## config.mk

```make
export PLATFORM = sky130hd
export DESIGN_NAME = i2c_xfer_flow
export DESIGN_NICKNAME = d
export VERILOG_FILES = /design/src/rtl/i2c_flow_pkg.sv /design/src/rtl/i2c_flow_fifo.sv /design/src/rtl/i2c_flow_count.sv /design/src/rtl/i2c_flow_policy.sv /design/src/rtl/i2c_xfer_flow.sv
export SDC_FILE = /design/constraint.sdc
export NUM_CORES = 1
export LEC_CHECK = 0
export BUFFER_PORTS_ARGS = -buffer_cell sky130_fd_sc_hd__buf_4
export CAP_MARGIN = 10
export CORE_ASPECT_RATIO = 1.25
export CORE_MARGIN = 2
export CORE_UTILIZATION = 34
export CTS_BUF_LIST = sky130_fd_sc_hd__clkbuf_4
export DETAILED_ROUTE_END_ITERATION = 8
export GPL_ROUTABILITY_DRIVEN = 0
export PLACE_DENSITY_LB_ADDON = 0.2
export SYNTH_ARGS = -nofsm -noshare
export SYNTH_HDL_FRONTEND = slang
export SYNTH_HIERARCHICAL = 1
export SYNTH_SLANG_ARGS = --single-unit
export TNS_END_PERCENT = 20
```

## constraint.sdc

```tcl
create_clock -name clk -period 4.5 [get_ports clk]
set_clock_uncertainty 0.15 [all_clocks]
set_input_delay 0.225 -clock clk [delete_from_list [all_inputs] [get_ports clk]]
set_output_delay 0.225 -clock clk [all_outputs]
set_load 0.02 [all_outputs]
```

## src/rtl/i2c_flow_pkg.sv

```systemverilog
package i2c_flow_pkg;

    localparam int FLOW_DEPTH  = 16;
    localparam int FLOW_DATA_W = 8;
    localparam int FLOW_SIZE_W = 8;
    localparam int FLOW_ADDR_W = 10;
    localparam int FLOW_GAP    = 2;

    // Control word layout; the host decodes these positions.
    typedef struct packed {
        logic rsv7;
        logic flush;
        logic rsv5;
        logic hold;
        logic ack_en;
        logic addr7;
        logic rsv1;
        logic rx;
    } flow_ctl_t;

    localparam logic [7:0] FLOW_CTL_MASK = 8'b0101_1101;

    typedef struct packed {
        logic push;
        logic pop;
        logic flush;
    } fifo_op_t;

    function automatic logic at_threshold(input int unsigned level_after,
                                          input int unsigned depth);
        return level_after == depth - FLOW_GAP;
    endfunction

endpackage

```

## src/rtl/i2c_flow_fifo.sv

```systemverilog
module i2c_flow_fifo
    import i2c_flow_pkg::*;
#(
    parameter int WIDTH = FLOW_DATA_W,
    parameter int DEPTH = FLOW_DEPTH,
    localparam int AW = (DEPTH > 1) ? $clog2(DEPTH) : 1,
    localparam int LW = $clog2(DEPTH + 1)
) (
    input  logic             clk,
    input  logic             rst,
    input  fifo_op_t         op,
    input  logic [WIDTH-1:0] wdata,
    output logic [WIDTH-1:0] rdata,
    output logic [LW-1:0]    level,
    output logic             full,
    output logic             empty
);

    logic [WIDTH-1:0] mem [DEPTH];
    logic [AW-1:0]    wr_ptr, rd_ptr;
    logic             do_push, do_pop;

    function automatic logic [AW-1:0] bump(input logic [AW-1:0] p);
        return (p == AW'(DEPTH - 1)) ? '0 : p + 1'b1;
    endfunction

    assign full    = (level == LW'(DEPTH));
    assign empty   = (level == '0);
    assign do_push = op.push && !full && !op.flush;
    assign do_pop  = op.pop && !empty && !op.flush;
    assign rdata   = mem[rd_ptr];

    always_ff @(posedge clk) begin
        if (rst || op.flush) begin
            wr_ptr <= '0;
            rd_ptr <= '0;
            level  <= '0;
        end else begin
            if (do_push) wr_ptr <= bump(wr_ptr);
            if (do_pop)  rd_ptr <= bump(rd_ptr);
            level <= level + LW'(do_push) - LW'(do_pop);
        end
    end

    always_ff @(posedge clk) begin
        if (do_push) mem[wr_ptr] <= wdata;
    end

endmodule

```

## src/rtl/i2c_flow_count.sv

```systemverilog
module i2c_flow_count
    import i2c_flow_pkg::*;
#(
    parameter int W = FLOW_SIZE_W
) (
    input  logic         clk,
    input  logic         rst,
    input  logic         load,
    input  logic [W-1:0] load_val,
    input  logic         dec,
    output logic [W-1:0] remain,
    output logic         zero,
    output logic         last
);

    assign zero = (remain == '0);
    assign last = (remain == W'(1));

    always_ff @(posedge clk) begin
        if (rst)
            remain <= '0;
        else if (load)
            remain <= load_val;
        else if (dec && !zero)
            remain <= remain - 1'b1;
    end

endmodule

```

## src/rtl/i2c_flow_policy.sv

```systemverilog
module i2c_flow_policy (
    input  logic busy,
    input  logic rx,
    input  logic ack_en,
    input  logic hold,
    input  logic full,
    input  logic empty,
    input  logic rem_zero,
    input  logic rem_last,
    output logic ack,
    output logic stretch,
    output logic tx_valid
);

    logic rx_run, tx_run;

    assign rx_run   = busy && rx;
    assign tx_run   = busy && !rx;
    assign ack      = rx_run && ack_en && !rem_zero && !rem_last;
    assign stretch  = hold && ((rx_run && full && !rem_zero) || (tx_run && empty));
    assign tx_valid = tx_run && !empty;

endmodule

```

## src/rtl/i2c_xfer_flow.sv

```systemverilog
module i2c_xfer_flow
    import i2c_flow_pkg::*;
#(
    parameter int DATA_W = FLOW_DATA_W,
    parameter int DEPTH  = FLOW_DEPTH,
    parameter int SIZE_W = FLOW_SIZE_W,
    parameter int ADDR_W = FLOW_ADDR_W
) (
    input  logic              clk,
    input  logic              rst,
    input  logic              ctl_we,
    input  logic [7:0]        ctl_wdata,
    output logic [7:0]        ctl_q,
    input  logic              size_we,
    input  logic [SIZE_W-1:0] size_wdata,
    output logic [SIZE_W-1:0] size_q,
    input  logic              addr_we,
    input  logic [ADDR_W-1:0] addr_wdata,
    input  logic              host_push,
    input  logic [DATA_W-1:0] host_wdata,
    input  logic              host_pop,
    output logic [DATA_W-1:0] host_rdata,
    output logic              rx_ready,
    output logic              bus_active,
    output logic              eng_start,
    output logic [ADDR_W-1:0] eng_addr,
    output logic              eng_addr7,
    output logic              eng_rx,
    input  logic              eng_byte_done,
    input  logic [DATA_W-1:0] eng_rx_data,
    output logic [DATA_W-1:0] eng_tx_data,
    output logic              eng_tx_valid,
    output logic              eng_ack,
    output logic              eng_stretch,
    output logic              ev_done,
    output logic              ev_stop,
    output logic              ev_data,
    output logic              ev_tx_ovf,
    output logic              ev_rx_ovf,
    output logic              ev_rx_unf
);

    localparam int LW = $clog2(DEPTH + 1);

    flow_ctl_t         ctl;
    fifo_op_t          fop;
    logic [DATA_W-1:0] fifo_rdata, fifo_wdata;
    logic [LW-1:0]     fifo_level;
    logic              fifo_full, fifo_empty;
    logic [SIZE_W-1:0] remain;
    logic              rem_zero, rem_last;
    logic              busy;
    logic              eng_take, rx_push, tx_push, rx_pop, tx_pop;
    logic              rx_finish, tx_drain, stop_cond, level_hit;

    // Control word with self-clearing flush bit
    always_ff @(posedge clk) begin
        if (rst)
            ctl <= '0;
        else if (ctl_we)
            ctl <= flow_ctl_t'(ctl_wdata & FLOW_CTL_MASK);
        else if (ctl.flush)
            ctl.flush <= 1'b0;
    end

    // FIFO source and sink selection per direction
    assign eng_take = busy && ctl.rx && eng_byte_done && !rem_zero;
    assign rx_push  = eng_take && !fifo_full;
    assign tx_push  = !ctl.rx && host_push && !fifo_full;
    assign rx_pop   = ctl.rx && host_pop && !fifo_empty;
    assign tx_pop   = busy && !ctl.rx && eng_byte_done && !fifo_empty;

    assign fop.push   = rx_push || tx_push;
    assign fop.pop    = rx_pop || tx_pop;
    assign fop.flush  = ctl.flush;
    assign fifo_wdata = ctl.rx ? eng_rx_data : host_wdata;

    i2c_flow_fifo #(.WIDTH(DATA_W), .DEPTH(DEPTH)) u_fifo (
        .clk   (clk),
        .rst   (rst),
        .op    (fop),
        .wdata (fifo_wdata),
        .rdata (fifo_rdata),
        .level (fifo_level),
        .full  (fifo_full),
        .empty (fifo_empty)
    );

    i2c_flow_count #(.W(SIZE_W)) u_count (
        .clk      (clk),
        .rst      (rst),
        .load     (size_we),
        .load_val (size_wdata),
        .dec      (rx_push),
        .remain   (remain),
        .zero     (rem_zero),
        .last     (rem_last)
    );

    i2c_flow_policy u_policy (
        .busy     (busy),
        .rx       (ctl.rx),
        .ack_en   (ctl.ack_en),
        .hold     (ctl.hold),
        .full     (fifo_full),
        .empty    (fifo_empty),
        .rem_zero (rem_zero),
        .rem_last (rem_last),
        .ack      (eng_ack),
        .stretch  (eng_stretch),
        .tx_valid (eng_tx_valid)
    );

    // Transfer sequencing
    assign rx_finish = busy && ctl.rx && rem_zero;
    assign tx_drain  = tx_pop && !tx_push && (fifo_level == LW'(1));
    assign stop_cond = bus_active && !ctl.hold && (!busy || (!ctl.rx && fifo_empty));
    assign level_hit = at_threshold(32'(fifo_level) + 1, DEPTH);

    always_ff @(posedge clk) begin
        if (rst) begin
            busy       <= 1'b0;
            bus_active <= 1'b0;
            eng_start  <= 1'b0;
            eng_addr   <= '0;
            ev_done    <= 1'b0;
            ev_stop    <= 1'b0;
            ev_data    <= 1'b0;
            ev_tx_ovf  <= 1'b0;
            ev_rx_ovf  <= 1'b0;
            ev_rx_unf  <= 1'b0;
        end else begin
            eng_start <= 1'b0;
            ev_done   <= 1'b0;
            ev_stop   <= 1'b0;
            if (addr_we) begin
                busy       <= 1'b1;
                bus_active <= 1'b1;
                eng_addr   <= addr_wdata;
                eng_start  <= 1'b1;
            end else if (stop_cond) begin
                busy       <= 1'b0;
                bus_active <= 1'b0;
                ev_stop    <= 1'b1;
            end else if (rx_finish) begin
                busy    <= 1'b0;
                ev_done <= 1'b1;
            end
            if (tx_drain) ev_done <= 1'b1;
            ev_data   <= rx_push && !rx_pop && !ctl.flush && level_hit;
            ev_tx_ovf <= !ctl.rx && host_push && fifo_full;
            ev_rx_ovf <= eng_take && fifo_full;
            ev_rx_unf <= ctl.rx && host_pop && fifo_empty;
        end
    end

    assign ctl_q       = ctl;
    assign size_q      = ctl.rx ? remain : SIZE_W'(fifo_level);
    assign host_rdata  = fifo_rdata;
    assign eng_tx_data = fifo_rdata;
    assign rx_ready    = ctl.rx && !fifo_empty;
    assign eng_addr7   = ctl.addr7;
    assign eng_rx      = ctl.rx;

endmodule

```

==> results of run 1 <==
[cell type report]
class | count | share of cell area, %
Multi-Input combinational cell | 274 | 26.2
Clock buffer | 17 | 1.34
Clock inverter | 15 | 2.03
Antenna cell | 2 | 0.0525
Inverter | 16 | 0.630
Timing Repair Buffer | 172 | 15.4
Sequential cell | 177 | 50.6
Tap cell | 283 | 3.71
[power groups by stage]
stage	clock [mW]	sequential (mW)	combinational, mW
3_3_place_gp	0	1.94	0.713
2_1_floorplan	0	1.91	0.523
4_1_cts	1.00	1.91	0.785
3_5_place_dp	0	1.94	0.728
6_report	0.968	1.90	0.779
5_1_grt	1.07	1.92	0.855
[stage by stage]
stage | instances | worst slack (ns)
final | 956 | 0.274
after global routing | 956 | 0.00979
after CTS | 954 | 0.220
after detailed placement | 851 | 0.270
after global placement | 851 | 0.448
after floorplan | 502 | 0.779
[synth_stat cells, types with 12 or more instances]
master	n
sky130_fd_sc_hd__and2_1	19
sky130_fd_sc_hd__mux4_1	14
sky130_fd_sc_hd__a22oi_1	17
sky130_fd_sc_hd__buf_4	16
sky130_fd_sc_hd__mux2i_1	17
sky130_fd_sc_hd__nand2_1	22
sky130_fd_sc_hd__ha_1	14
sky130_fd_sc_hd__mux2_2	13
sky130_fd_sc_hd__edfxtp_1	128
sky130_fd_sc_hd__nor2_1	38
sky130_fd_sc_hd__inv_1	16
sky130_fd_sc_hd__dfxtp_1	49
sky130_fd_sc_hd__mux4_2	18
sky130_fd_sc_hd__a21oi_1	12
[critical path, cell delays in order, from the launching register on]
cell	delay, ns
sky130_fd_sc_hd__dfxtp_1	0.48
sky130_fd_sc_hd__inv_1	0.10
sky130_fd_sc_hd__ha_1	0.23
sky130_fd_sc_hd__nor3b_1	0.19
sky130_fd_sc_hd__and2_1	0.23
sky130_fd_sc_hd__nand4b_1	0.29
sky130_fd_sc_hd__a21oi_2	0.26
sky130_fd_sc_hd__nand2_1	0.14
sky130_fd_sc_hd__nor2_1	0.25
sky130_fd_sc_hd__inv_1	0.14
sky130_fd_sc_hd__ha_1	0.30
sky130_fd_sc_hd__inv_1	0.04
sky130_fd_sc_hd__ha_1	0.19
sky130_fd_sc_hd__fa_1	0.41
sky130_fd_sc_hd__a21oi_1	0.19
sky130_fd_sc_hd__nor2_1	0.07
sky130_fd_sc_hd__or3_1	0.35
sky130_fd_sc_hd__a21oi_1	0.14
[kinds of logic after synthesis]
family,count (synthesis),share of synthesized area (%)
DFF,177,63.4
and+or+nand+nor,134,9.94
muxes,62,14.3
AOI/OAI and AO/OA,53,5.01
buffers and inverters,51,3.93
adders and majority gates,15,2.56
xor gates and xnor gates,7,0.805
other,1,0.0493
[sequential cells by signal, summed over array words and instances, names as in the netlist, 3 cells and up, named ones only]
name and count:
u_fifo/mem 128, eng_addr 10, u_count/remain 8, u_fifo/level 5
u_fifo/rd_ptr 4, u_fifo/wr_ptr 4, ctl_q 3
[per-layer routing]
layer  wire, um  up-vias  share of wire (%)
li1           -     2220                  -
met1       6990     2366                 40
met2       9210      143                 53
met3       1060       13                6.1
met4        143        0               0.82
met5          0        -                  0
[repair_timing]
action	in CTS	in global routing
gates resized for setup	0	1
setup endpoints to repair	0	1
endpoints found under the hold margin	32	0
hold buffers	71	0
[worst min-delay path by stage]
stage | slack (ns) | end | depth (start not counted) | from
3_3_place_gp | 0.31 | eng_addr[9]$_SDFFE_PP0P_ | 3 | addr_wdata[9]
4_1_cts | 0.006 | u_fifo/mem[13][2]$_DFFE_PP_ | 2 | host_wdata[2]
5_1_grt | 0.008 | u_fifo/mem[13][2]$_DFFE_PP_ | 2 | host_wdata[2]
3_5_place_dp | 0.32 | ctl_q[4]$_SDFFE_PP0P_ | 3 | ctl_wdata[4]
2_1_floorplan | 0.16 | eng_start$_SDFF_PP0_ | 1 | rst
6_report | 0.05 | u_fifo/mem[13][2]$_DFFE_PP_ | 2 | host_wdata[2]
==> metrics.md, run 1 <==
| Metric | Value |
|---|---|
| Status | `finished, final reports clean` |
| Maximum number of pins on one net before global-route repair | `33` |
| LEAKAGE | `3.50 nW` |
| Async set-reset flop share out of synthesis | `0%` |
| Sequential standard cell area | `approximately 4800 sq um` |
| Worst min-delay path category | `primary input to flop` |
| Pin slew with the least headroom to its limit | `1.10 ns` |
| Slack of the worst reg-to-reg path | `0.27 ns` |
| Layout cells sized above 1 | `approximately a quarter` |
| Post-synthesis sequential area ratio | `63.4%` |
| Initial Util | `34.4%` |
| Max clock buf depth | `2` |
| Num ports | `roughly 110` |
| Unrepaired setup endpoints after global routing | `no` |
| Final nets | `between 700 and 800` |
| Via count of the first global-routing pass | `4945` |
| Port Buffer Count | `99` |
| Flip-flop cell with the highest count after synthesis | `sky130_fd_sc_hd__edfxtp_1` |
| Total clock buffers created by CTS | `17` |
| Via count normalized by instance count | `a little under 5` |
| Die width | `138 um` |
| Total standard cell area after synthesis | `7610 sq um` |
| Core Area | `22100 sq um` |
| Data arrival time at the worst-slack endpoint | `4.59 ns` |
| Floorplan row count | `just over 60` |
| Post-synth EDFFs | `around 130` |
| Combinational share of power | `between 20% and 30%` |
| Overall die height | `171 um` |
| Min Tclk post-route | `4.23 ns` |
| Number of flip-flops and latches in the synthesized netlist | `177` |
| Number of slew-limit violations in the final report | `0` |
| Hold Fails Final Rpt | `0` |
| Number of max-capacitance violations reported | `0` |
| Via count | `4742` |
| Worst flop-to-flop path endpoint | `u_fifo/level[4]$_SDFF_PP0_` |
| Clock tree sinks | `177` |
| Yosys warnings | `6` |
| Hold WS | `around 0.05 ns` |
| Relative contribution of the clock network to total power | `between 20% and 30%` |
| Number of search-and-repair iterations in the first detailed-routing pass | `4` |
| Critical path capture point | `u_fifo/level[4]$_SDFF_PP0_` |
| Area overhead of the layout relative to synthesis | `25.3%` |
| Post-synth top area share | `50.5%` |
| End-of-flow core utilization | `43.1%` |
| Detail-routed net length per standard cell | `18.2 um` |
| Met1 Resource Use GR | `about 18%` |
| Worst-case vdd ir drop | `0.182 mV` |
| Power spent charging and discharging nets | `~1.1 mW` |
| Fill count | `2051` |
| Biggest area contributors in the synthesized netlist | `sky130_fd_sc_hd__edfxtp_1 50%, sky130_fd_sc_hd__dfxtp_1 13%, sky130_fd_sc_hd__mux4_2 5.3%, sky130_fd_sc_hd__mux4_1 4.8%, sky130_fd_sc_hd__ha_1 2.3%` |
| Area of the die | `23600 sq um` |
| Reg2reg start | `u_count/remain[0]$_SDFFE_PP0P_` |
| Gr ovfl total | `0` |
| Root Buffer | `sky130_fd_sc_hd__clkbuf_4` |
| Number of levels in the clock H-tree | `4` |
| Skew-Pair Late Insertion Delay | `roughly 0.57 ns` |
| Number of DRC violations after detailed-routing iteration 0 | `around 260` |
| Detailed placement HPWL | `11200 um` |
| Power per unit of standard cell area | `383 nW/um^2` |
| Grt peak-use layer | `met2` |
| Total area of multi-input combinational cells | `about 2500 sq um` |
| Commonest non-fill, non-tap cells in the layout | `128 x sky130_fd_sc_hd__edfxtp_1, 101 x sky130_fd_sc_hd__buf_4, 71 x sky130_fd_sc_hd__dlygate4sd3_1` |
| Final worst-path cycle share | `roughly 94%` |
| Capturing element type of the critical path | `flop` |
| Number of buffers inserted by post-CTS setup repair | `0` |
| Post-Synthesis Mean Instance Area | `15.2 sq um` |
| Max transition margin | `a little over a quarter` |
| Total Wirelength | `around 17000 um` |
| Post-route DRC | `0` |
| Flop pwr share | `52.1%` |
| Final Setup Violations | `0` |
| Critical Path Start | `u_count/remain[0]$_SDFFE_PP0P_` |
| Internal power consumption | `2.57 mW` |
| Data required time of the worst path | `4.87 ns` |
| Fin Setup TNS | `0 ns` |
| Synthesized instance count | `500` |
| Switching share of power | `29.7%` |
| Wire length of the first global-routing pass | `26600 um` |
| Clock-pin slew of the registers on the worst-case setup and hold paths | `0.17 ns` |
| Most common library cell in the layout ignoring fill and taps | `sky130_fd_sc_hd__edfxtp_1` |
| Total power | `3.65 mW` |
| Biggest fanout along the worst timing path | `6` |
| Fraction of met3 tracks used by global routing | `3.95%` |
| Cell variety after synth | `around 60` |
| Critical path launch point type | `flop` |
| Final non-filler cell area | `9540 sq um` |
| Clock tree from TritonCTS | `done` |
| Startpoint-to-endpoint class of the critical path | `flop to flop` |
| Most area-hungry cell type in the Yosys netlist | `sky130_fd_sc_hd__edfxtp_1` |
| Cells on worst reg2reg path | `17` |
| Placement-stage cell area | `8500 sq um` |
| Maximum clock frequency | `237 MHz` |
| Initial antenna violation count | `1` |
| GR Util met2 | `27.9%` |
| Global-route usage over all layers | `15.4%` |
| Remaining antenna violation count | `0` |
(Power assumes the default switching activity.)
==> run 2: changes to the inputs <==
--- a/config.mk
+++ b/config.mk
@@ -9,7 +9,7 @@
 export CAP_MARGIN = 10
 export CORE_ASPECT_RATIO = 1.25
 export CORE_MARGIN = 2
-export CORE_UTILIZATION = 34
+export CORE_UTILIZATION = 40
 export CTS_BUF_LIST = sky130_fd_sc_hd__clkbuf_4
 export DETAILED_ROUTE_END_ITERATION = 8
 export GPL_ROUTABILITY_DRIVEN = 0
==> constraint.sdc (replaced) <==
create_clock -name clk -period 4.5 [get_ports clk]
set_clock_uncertainty 0.15 [all_clocks]
set_input_delay 0.9 -clock clk [delete_from_list [all_inputs] [get_ports clk]]
set_output_delay 0.9 -clock clk [all_outputs]
set_load 0.02 [all_outputs]
==> metrics.md, run 2 (synthesized netlist as in run 1, its figures left out) <==
| Metric | Value |
|---|---|
| Total clock buffers created by CTS | `17` |
| Total Wirelength | `15700 um` |
| Max FFs per register | `128` |
| Gr ovfl total | `0` |
| Global-route usage over all layers | `16.3%` |
| Via count of the first global-routing pass | `4620` |
| Cell-by-cell trace of the critical path | `inv_1 -> ha_1 -> nor3b_1 -> and2_1 -> nand4b_1 -> a21oi_2 -> nand2_1 -> nor2_1 -> inv_1 -> ha_1 -> inv_1 -> ha_1 -> fa_1 -> a21oi_1 -> nor2_1 -> or3_1 -> a21oi_1` |
| Number of search-and-repair iterations in the first detailed-routing pass | `4` |
| Worst setup slack after placement | `0.267 ns` |
| Layout cells sized above 1 | `29.9%` |
| Final Setup Violations | `0` |
| Maximum number of pins on one net before global-route repair | `33` |
| Detail-routed net length per standard cell | `~19 um` |
| Total power | `3.64 mW` |
| Initial Util | `between 40% and 50%` |
| Number of levels in the clock H-tree | `4` |
| Initial antenna violation count | `1` |
| Worst-case vdd ir drop | `approximately 0.17 mV` |
| Overall die height | `158 um` |
| Post-route DRC | `0` |
| Hold WS | `0.375 ns` |
| Wire length of the first global-routing pass | `24500 um` |
| CP max stage delay | `0.49 ns` |
| Min Tclk post-route | `4.21 ns` |
| Biggest regs | `u_fifo/mem (128), eng_addr (10), u_count/remain (8)` |
| Worst min-delay path category | `flop to flop` |
| Clock-pin slew of the registers on the worst-case setup and hold paths | `0.14 ns` |
| Area overhead of the layout relative to synthesis | `15.6%` |
| Count of non-filler cells in the finished layout | `836` |
| Final nets | `655` |
| Power per unit of standard cell area | `413 nW/um^2` |
| End-of-flow core utilization | `47.0%` |
| Root Buffer | `sky130_fd_sc_hd__clkbuf_4` |
| LEAKAGE | `about 3.2 nW` |
| Number of slew-limit violations in the final report | `0` |
| Pin slew with the least headroom to its limit | `0.743 ns` |
| Most common library cell in the layout ignoring fill and taps | `sky130_fd_sc_hd__edfxtp_1` |
| Highest routed metal layer | `met4` |
| Hold Fails Final Rpt | `0` |
| Max transition margin | `50.3%` |
| Die width | `127 um` |
| Port Buffer Count | `99` |
| Status | `finished, final reports clean` |
| Commonest non-fill, non-tap cells in the layout | `128 x sky130_fd_sc_hd__edfxtp_1, 104 x sky130_fd_sc_hd__buf_4, 48 x sky130_fd_sc_hd__dfxtp_1` |
| Clock tree sinks | `177` |
| Detailed placement HPWL | `roughly 11000 um` |
| Via count normalized by instance count | `roughly 5.3` |
| Clock tree from TritonCTS | `done` |
| Num ports | `106` |
| Maximum clock frequency | `237 MHz` |
| Via count | `4439` |
| Routed length on met2 | `8390 um` |
| Biggest fanout along the worst timing path | `6` |
| Fill count | `1635` |
| Unrepaired setup endpoints after global routing | `no` |
| Final worst-path cycle share | `93.6%` |
| Data required time of the worst path | `a little under 5 ns` |
| Worst setup slack after layout | `0.287 ns` |
| Max clock buf depth | `2` |
| Met3 Wirelength | `~740 um` |
| Slowest CP cell | `sky130_fd_sc_hd__dfxtp_1` |
| Remaining antenna violation count | `0` |
| Fin Setup TNS | `0 ns` |
| Floorplan row count | `56` |
| Final non-filler cell area | `8800 sq um` |
| Number of max-capacitance violations reported | `0` |
| Data arrival time at the worst-slack endpoint | `4.57 ns` |
| Startpoint-to-endpoint class of the critical path | `flop to flop` |
| Placement-stage cell area | `about 8500 sq um` |
| Area of the die | `20200 sq um` |
| Number of DRC violations after detailed-routing iteration 0 | `273` |
| Hold Buf Count CTS | `0` |
| Routed met1 length | `6360 um` |
| Placed Cells | `roughly 800` |
| Reg with most FFs | `u_fifo/mem` |
| Core Area | `approximately 19000 sq um` |
| Skew-Pair Late Insertion Delay | `roughly 0.57 ns` |
| Capturing element type of the critical path | `flop` |
| Critical path launch point type | `flop` |
-- run 2: final timing paths --
path,start,endpoint,slack (ns),cells past startpoint
hold reg to reg,eng_addr[0]$_SDFFE_PP0P_,eng_addr[0]$_SDFFE_PP0P_,0.38,2
hold / removal,eng_addr[0]$_SDFFE_PP0P_,eng_addr[0]$_SDFFE_PP0P_,0.38,2
setup reg to reg,u_count/remain[0]$_SDFFE_PP0P_,u_fifo/level[4]$_SDFF_PP0_,0.29,17
setup / recovery,u_count/remain[0]$_SDFFE_PP0P_,u_fifo/level[4]$_SDFF_PP0_,0.29,17
-- run 2: metal layers --
metal	global-route usage, %	vias to the layer above
met5	0	-
met2	29.8	136
met4	6.33	0
met1	18.6	2205
met3	3.58	19
li1	-	2079
-- run 2: final cells by class --
cell class,count,area [sq um],share of cell area (%)
sequential,177,4830,54.8
multi-input combinational,274,2500,28.4
timing repair buffer,104,781,8.87
tap,232,290,3.30
clock inverter,14,204,2.32
clock buffer,18,135,1.54
inverter,16,60.1,0.683
antenna,1,2.50,0.0284
-- run 2: critical path: cells and delay by family (launching register included) --
family | cells | cell delay, ns
AND/OR/NAND/NOR | 7 | 1.53
buffers and inverters | 3 | 0.28
flip-flops | 1 | 0.49
adder cells (fa/ha/maj) | 4 | 1.14
AO/OA/AOI/OAI | 3 | 0.56
-- run 2: power by group --
group	internal, mW	total [mW]	leakage [nW]	switching [mW]
Combinational	0.340	0.745	1.46	0.405
Sequential	1.82	1.88	1.56	0.0620
Clock	0.457	1.01	0.176	0.549
Total	2.62	3.64	3.19	1.02
-- run 2: timing repair --
action / 4_1_cts / 5_1_grt
endpoints found under the setup margin: 0 / 1
setup buffers: 0 / 0
gates resized for setup: 0 / 1
==> run 3: changes to the inputs <==
--- a/config.mk
+++ b/config.mk
@@ -5,12 +5,14 @@
 export SDC_FILE = /design/constraint.sdc
 export NUM_CORES = 1
 export LEC_CHECK = 0
+export ABC_AREA = 1
 export BUFFER_PORTS_ARGS = -buffer_cell sky130_fd_sc_hd__buf_4
 export CAP_MARGIN = 10
 export CORE_ASPECT_RATIO = 1.25
 export CORE_MARGIN = 2
 export CORE_UTILIZATION = 40
 export CTS_BUF_LIST = sky130_fd_sc_hd__clkbuf_4
+export CTS_CLUSTER_SIZE = 20
 export DETAILED_ROUTE_END_ITERATION = 8
 export GPL_ROUTABILITY_DRIVEN = 0
 export PLACE_DENSITY_LB_ADDON = 0.2
==> metrics.md, run 3 <==
| Metric | Value |
|---|---|
| Status | `finished, final reports clean` |
| Via count normalized by instance count | `~4.7` |
| Final nets | `1059` |
| Core Area | `20200 sq um` |
| Async set-reset flop share out of synthesis | `0%` |
| GR Util met2 | `around a third` |
| Max FFs per register | `around 130` |
| Clock tree sinks | `around 180` |
| Hold Fails Final Rpt | `0` |
| Post-synth top area share | `46.5%` |
| Layout cells sized above 1 | `between 10% and 20%` |
| Synthesized instance count | `916` |
| Critical path launch point type | `flop` |
| Biggest fanout along the worst timing path | `17` |
| Maximum number of pins on one net before global-route repair | `78` |
| Total power | `roughly 4 mW` |
| Global-route usage over all layers | `17.8%` |
| Reg with most FFs | `u_fifo/mem` |
| End-of-flow core utilization | `46.3%` |
| Area of the die | `about 22000 sq um` |
| Count of non-filler cells in the finished layout | `1278` |
| Total Wirelength | `between 15000 and 20000 um` |
| Ranking of synthesized cells by instance count | `282 x sky130_fd_sc_hd__nand2_1, 128 x sky130_fd_sc_hd__edfxtp_1, 107 x sky130_fd_sc_hd__nand3_1` |
| Yosys warnings | `6` |
| Grt peak-use layer | `met2` |
| Root Buffer | `sky130_fd_sc_hd__clkbuf_4` |
| Biggest regs | `u_fifo/mem (128), eng_addr (10), u_count/remain (8)` |
| LEAKAGE | `4.01 nW` |
| Commonest non-fill, non-tap cells in the layout | `282 x sky130_fd_sc_hd__nand2_1, 128 x sky130_fd_sc_hd__edfxtp_1, 107 x sky130_fd_sc_hd__nand3_1` |
| Port Buffer Count | `between 90 and 100` |
| Cell variety after synth | `38` |
| Initial antenna violation count | `1` |
| Most area-hungry cell type in the Yosys netlist | `sky130_fd_sc_hd__edfxtp_1` |
| Combinational share of power | `29.7%` |
| Number of flip-flops and latches in the synthesized netlist | `177` |
| Clock-pin slew of the registers on the worst-case setup and hold paths | `0.16 ns` |
| Data required time of the worst path | `3.45 ns` |
| Flop pwr share | `between 40 and 50%` |
| Most common library cell in the layout ignoring fill and taps | `sky130_fd_sc_hd__nand2_1` |
| Detailed placement HPWL | `roughly 12000 um` |
| Initial Util | `41.0%` |
| Overall die height | `165 um` |
| Internal power consumption | `2.57 mW` |
| Floorplan row count | `58` |
| Number of DRC violations after detailed-routing iteration 0 | `347` |
| Switching share of power | `35.5%` |
| Fraction of met3 tracks used by global routing | `4.60%` |
| Worst setup slack after layout | `slightly above 0.8 ns` |
| Cell with the most instances after synthesis | `sky130_fd_sc_hd__nand2_1` |
| Max transition margin | `39.1%` |
| Number of gates resized after cts | `0` |
| Post-Synthesis Mean Instance Area | `9.03 sq um` |
| Pin slew with the least headroom to its limit | `approximately 0.91 ns` |
| Wire length of the first global-routing pass | `29600 um` |
| Remaining antenna violation count | `0` |
| Biggest area contributors in the synthesized netlist | `sky130_fd_sc_hd__edfxtp_1 46%, sky130_fd_sc_hd__nand2_1 13%, sky130_fd_sc_hd__dfxtp_1 12%, sky130_fd_sc_hd__nand3_1 6.5%, sky130_fd_sc_hd__inv_1 4.3%` |
| Worst-case vdd ir drop | `0.187 mV` |
| Via count of the first global-routing pass | `5755` |
| Num ports | `106` |
| Total clock buffers created by CTS | `17` |
| Placed Cells | `about 1.2k` |
| Worst min-delay path category | `flop to flop` |
| Number of max-capacitance violations reported | `0` |
| Skew-Pair Late Insertion Delay | `0.58 ns` |
| Detail-routed net length per standard cell | `14.5 um` |
| Startpoint-to-endpoint class of the critical path | `flop to output port` |
| Die width | `133 um` |
| Number of levels in the clock H-tree | `4` |
| Fin Setup TNS | `0 ns` |
| Gr ovfl total | `0` |
| Total standard cell area after synthesis | `slightly above 8000 sq um` |
| Unrepaired setup endpoints after global routing | `no` |
| Post-synth EDFFs | `around 130` |
| Number of slew-limit violations in the final report | `0` |
| Final worst-path cycle share | `slightly above 80%` |
| Worst setup slack after placement | `1.09 ns` |
| Capturing element type of the critical path | `output port` |
| Maximum clock frequency | `between 200 and 300 MHz` |
| Met1 Resource Use GR | `20.7%` |
| Final Setup Violations | `0` |
| Min Tclk post-route | `3.69 ns` |
| Power per unit of standard cell area | `426 nW/um^2` |
| Area overhead of the layout relative to synthesis | `13.1%` |
| Clock tree from TritonCTS | `done` |
| Relative contribution of the clock network to total power | `21.8%` |
| Data arrival time at the worst-slack endpoint | `between 2 and 3 ns` |
| Hold Buf Count CTS | `0` |
| Number of search-and-repair iterations in the first detailed-routing pass | `5` |
| Number of buffers inserted by post-CTS setup repair | `0` |
| Max clock buf depth | `2` |
| Post-synthesis sequential area ratio | `58.3%` |
| Flip-flop cell with the highest count after synthesis | `sky130_fd_sc_hd__edfxtp_1` |
| Via count | `6009` |
| Power spent charging and discharging nets | `1.41 mW` |
| Post-route DRC | `0` |
-- run 3: path summary, 6_finish.rpt --
| check | slack, ns | depth (start not counted) | from | to |
|---|---|---|---|---|
| worst max register to register | 1.06 | 18 | u_fifo/level[3]$_SDFF_PP0_ | u_fifo/level[4]$_SDFF_PP0_ |
| worst max-delay path | 0.81 | 5 | flop | host_rdata[0] |
| worst min-delay path | 0.33 | 2 | eng_addr[1]$_SDFFE_PP0P_ | eng_addr[1]$_SDFFE_PP0P_ |
| worst min register to register | 0.33 | 2 | eng_addr[1]$_SDFFE_PP0P_ | eng_addr[1]$_SDFFE_PP0P_ |
-- run 3: logic make-up after synthesis --
logic type / count (synthesis) / share of synthesized area [%]
AND/OR/NAND/NOR: 519 / 26.7
flip-flops: 177 / 58.3
other: 1 / 0.0453
AO/OA/AOI/OAI: 50 / 3.33
XOR/XNOR: 4 / 0.424
adder cells (fa/ha/maj): 15 / 2.36
buffers and inverters: 150 / 8.79
-- run 3: layer usage --
layer,wire length (um),up-vias
met2,9520,143
li1,-,3091
met3,957,15
met1,7850,2760
met4,226,0
met5,0,-
-- run 3: final cells by class --
type / instances / area [sq um]
Inverter: 103 / 397
Sequential cell: 177 / 4830
Clock inverter: 15 / 153
Multi-Input combinational cell: 591 / 2730
Tap cell: 270 / 338
Fill cell: 2026 / 10800
Clock buffer: 17 / 128
Antenna cell: 1 / 2.50
Timing Repair Buffer: 104 / 781
-- run 3: metrics by stage --
stage,hold WS [ns],area [sq um]
after floorplan,0.312,8280
after global placement,0.299,9070
after detailed placement,0.307,9070
after CTS,0.330,9350
after global routing,0.338,9350
final,0.326,9350
-- run 3: power groups by stage --
| stage | registers [mW] | clock network, mW | logic (mW) |
|---|---|---|---|
| after CTS | 1.93 | 0.903 | 1.20 |
| final | 1.93 | 0.868 | 1.18 |
| after global placement | 1.97 | 0 | 1.18 |
| after global routing | 1.94 | 0.962 | 1.33 |
| after detailed placement | 1.97 | 0 | 1.19 |
| after floorplan | 1.96 | 0 | 0.874 |
-- run 3: worst max-delay path, stage by stage (launching register included) --
cell	delay, ns
sky130_fd_sc_hd__dfxtp_1	0.84
sky130_fd_sc_hd__inv_1	0.53
sky130_fd_sc_hd__nand3_1	0.25
sky130_fd_sc_hd__nand3_1	0.12
sky130_fd_sc_hd__nand2_1	0.17
sky130_fd_sc_hd__buf_4	0.17
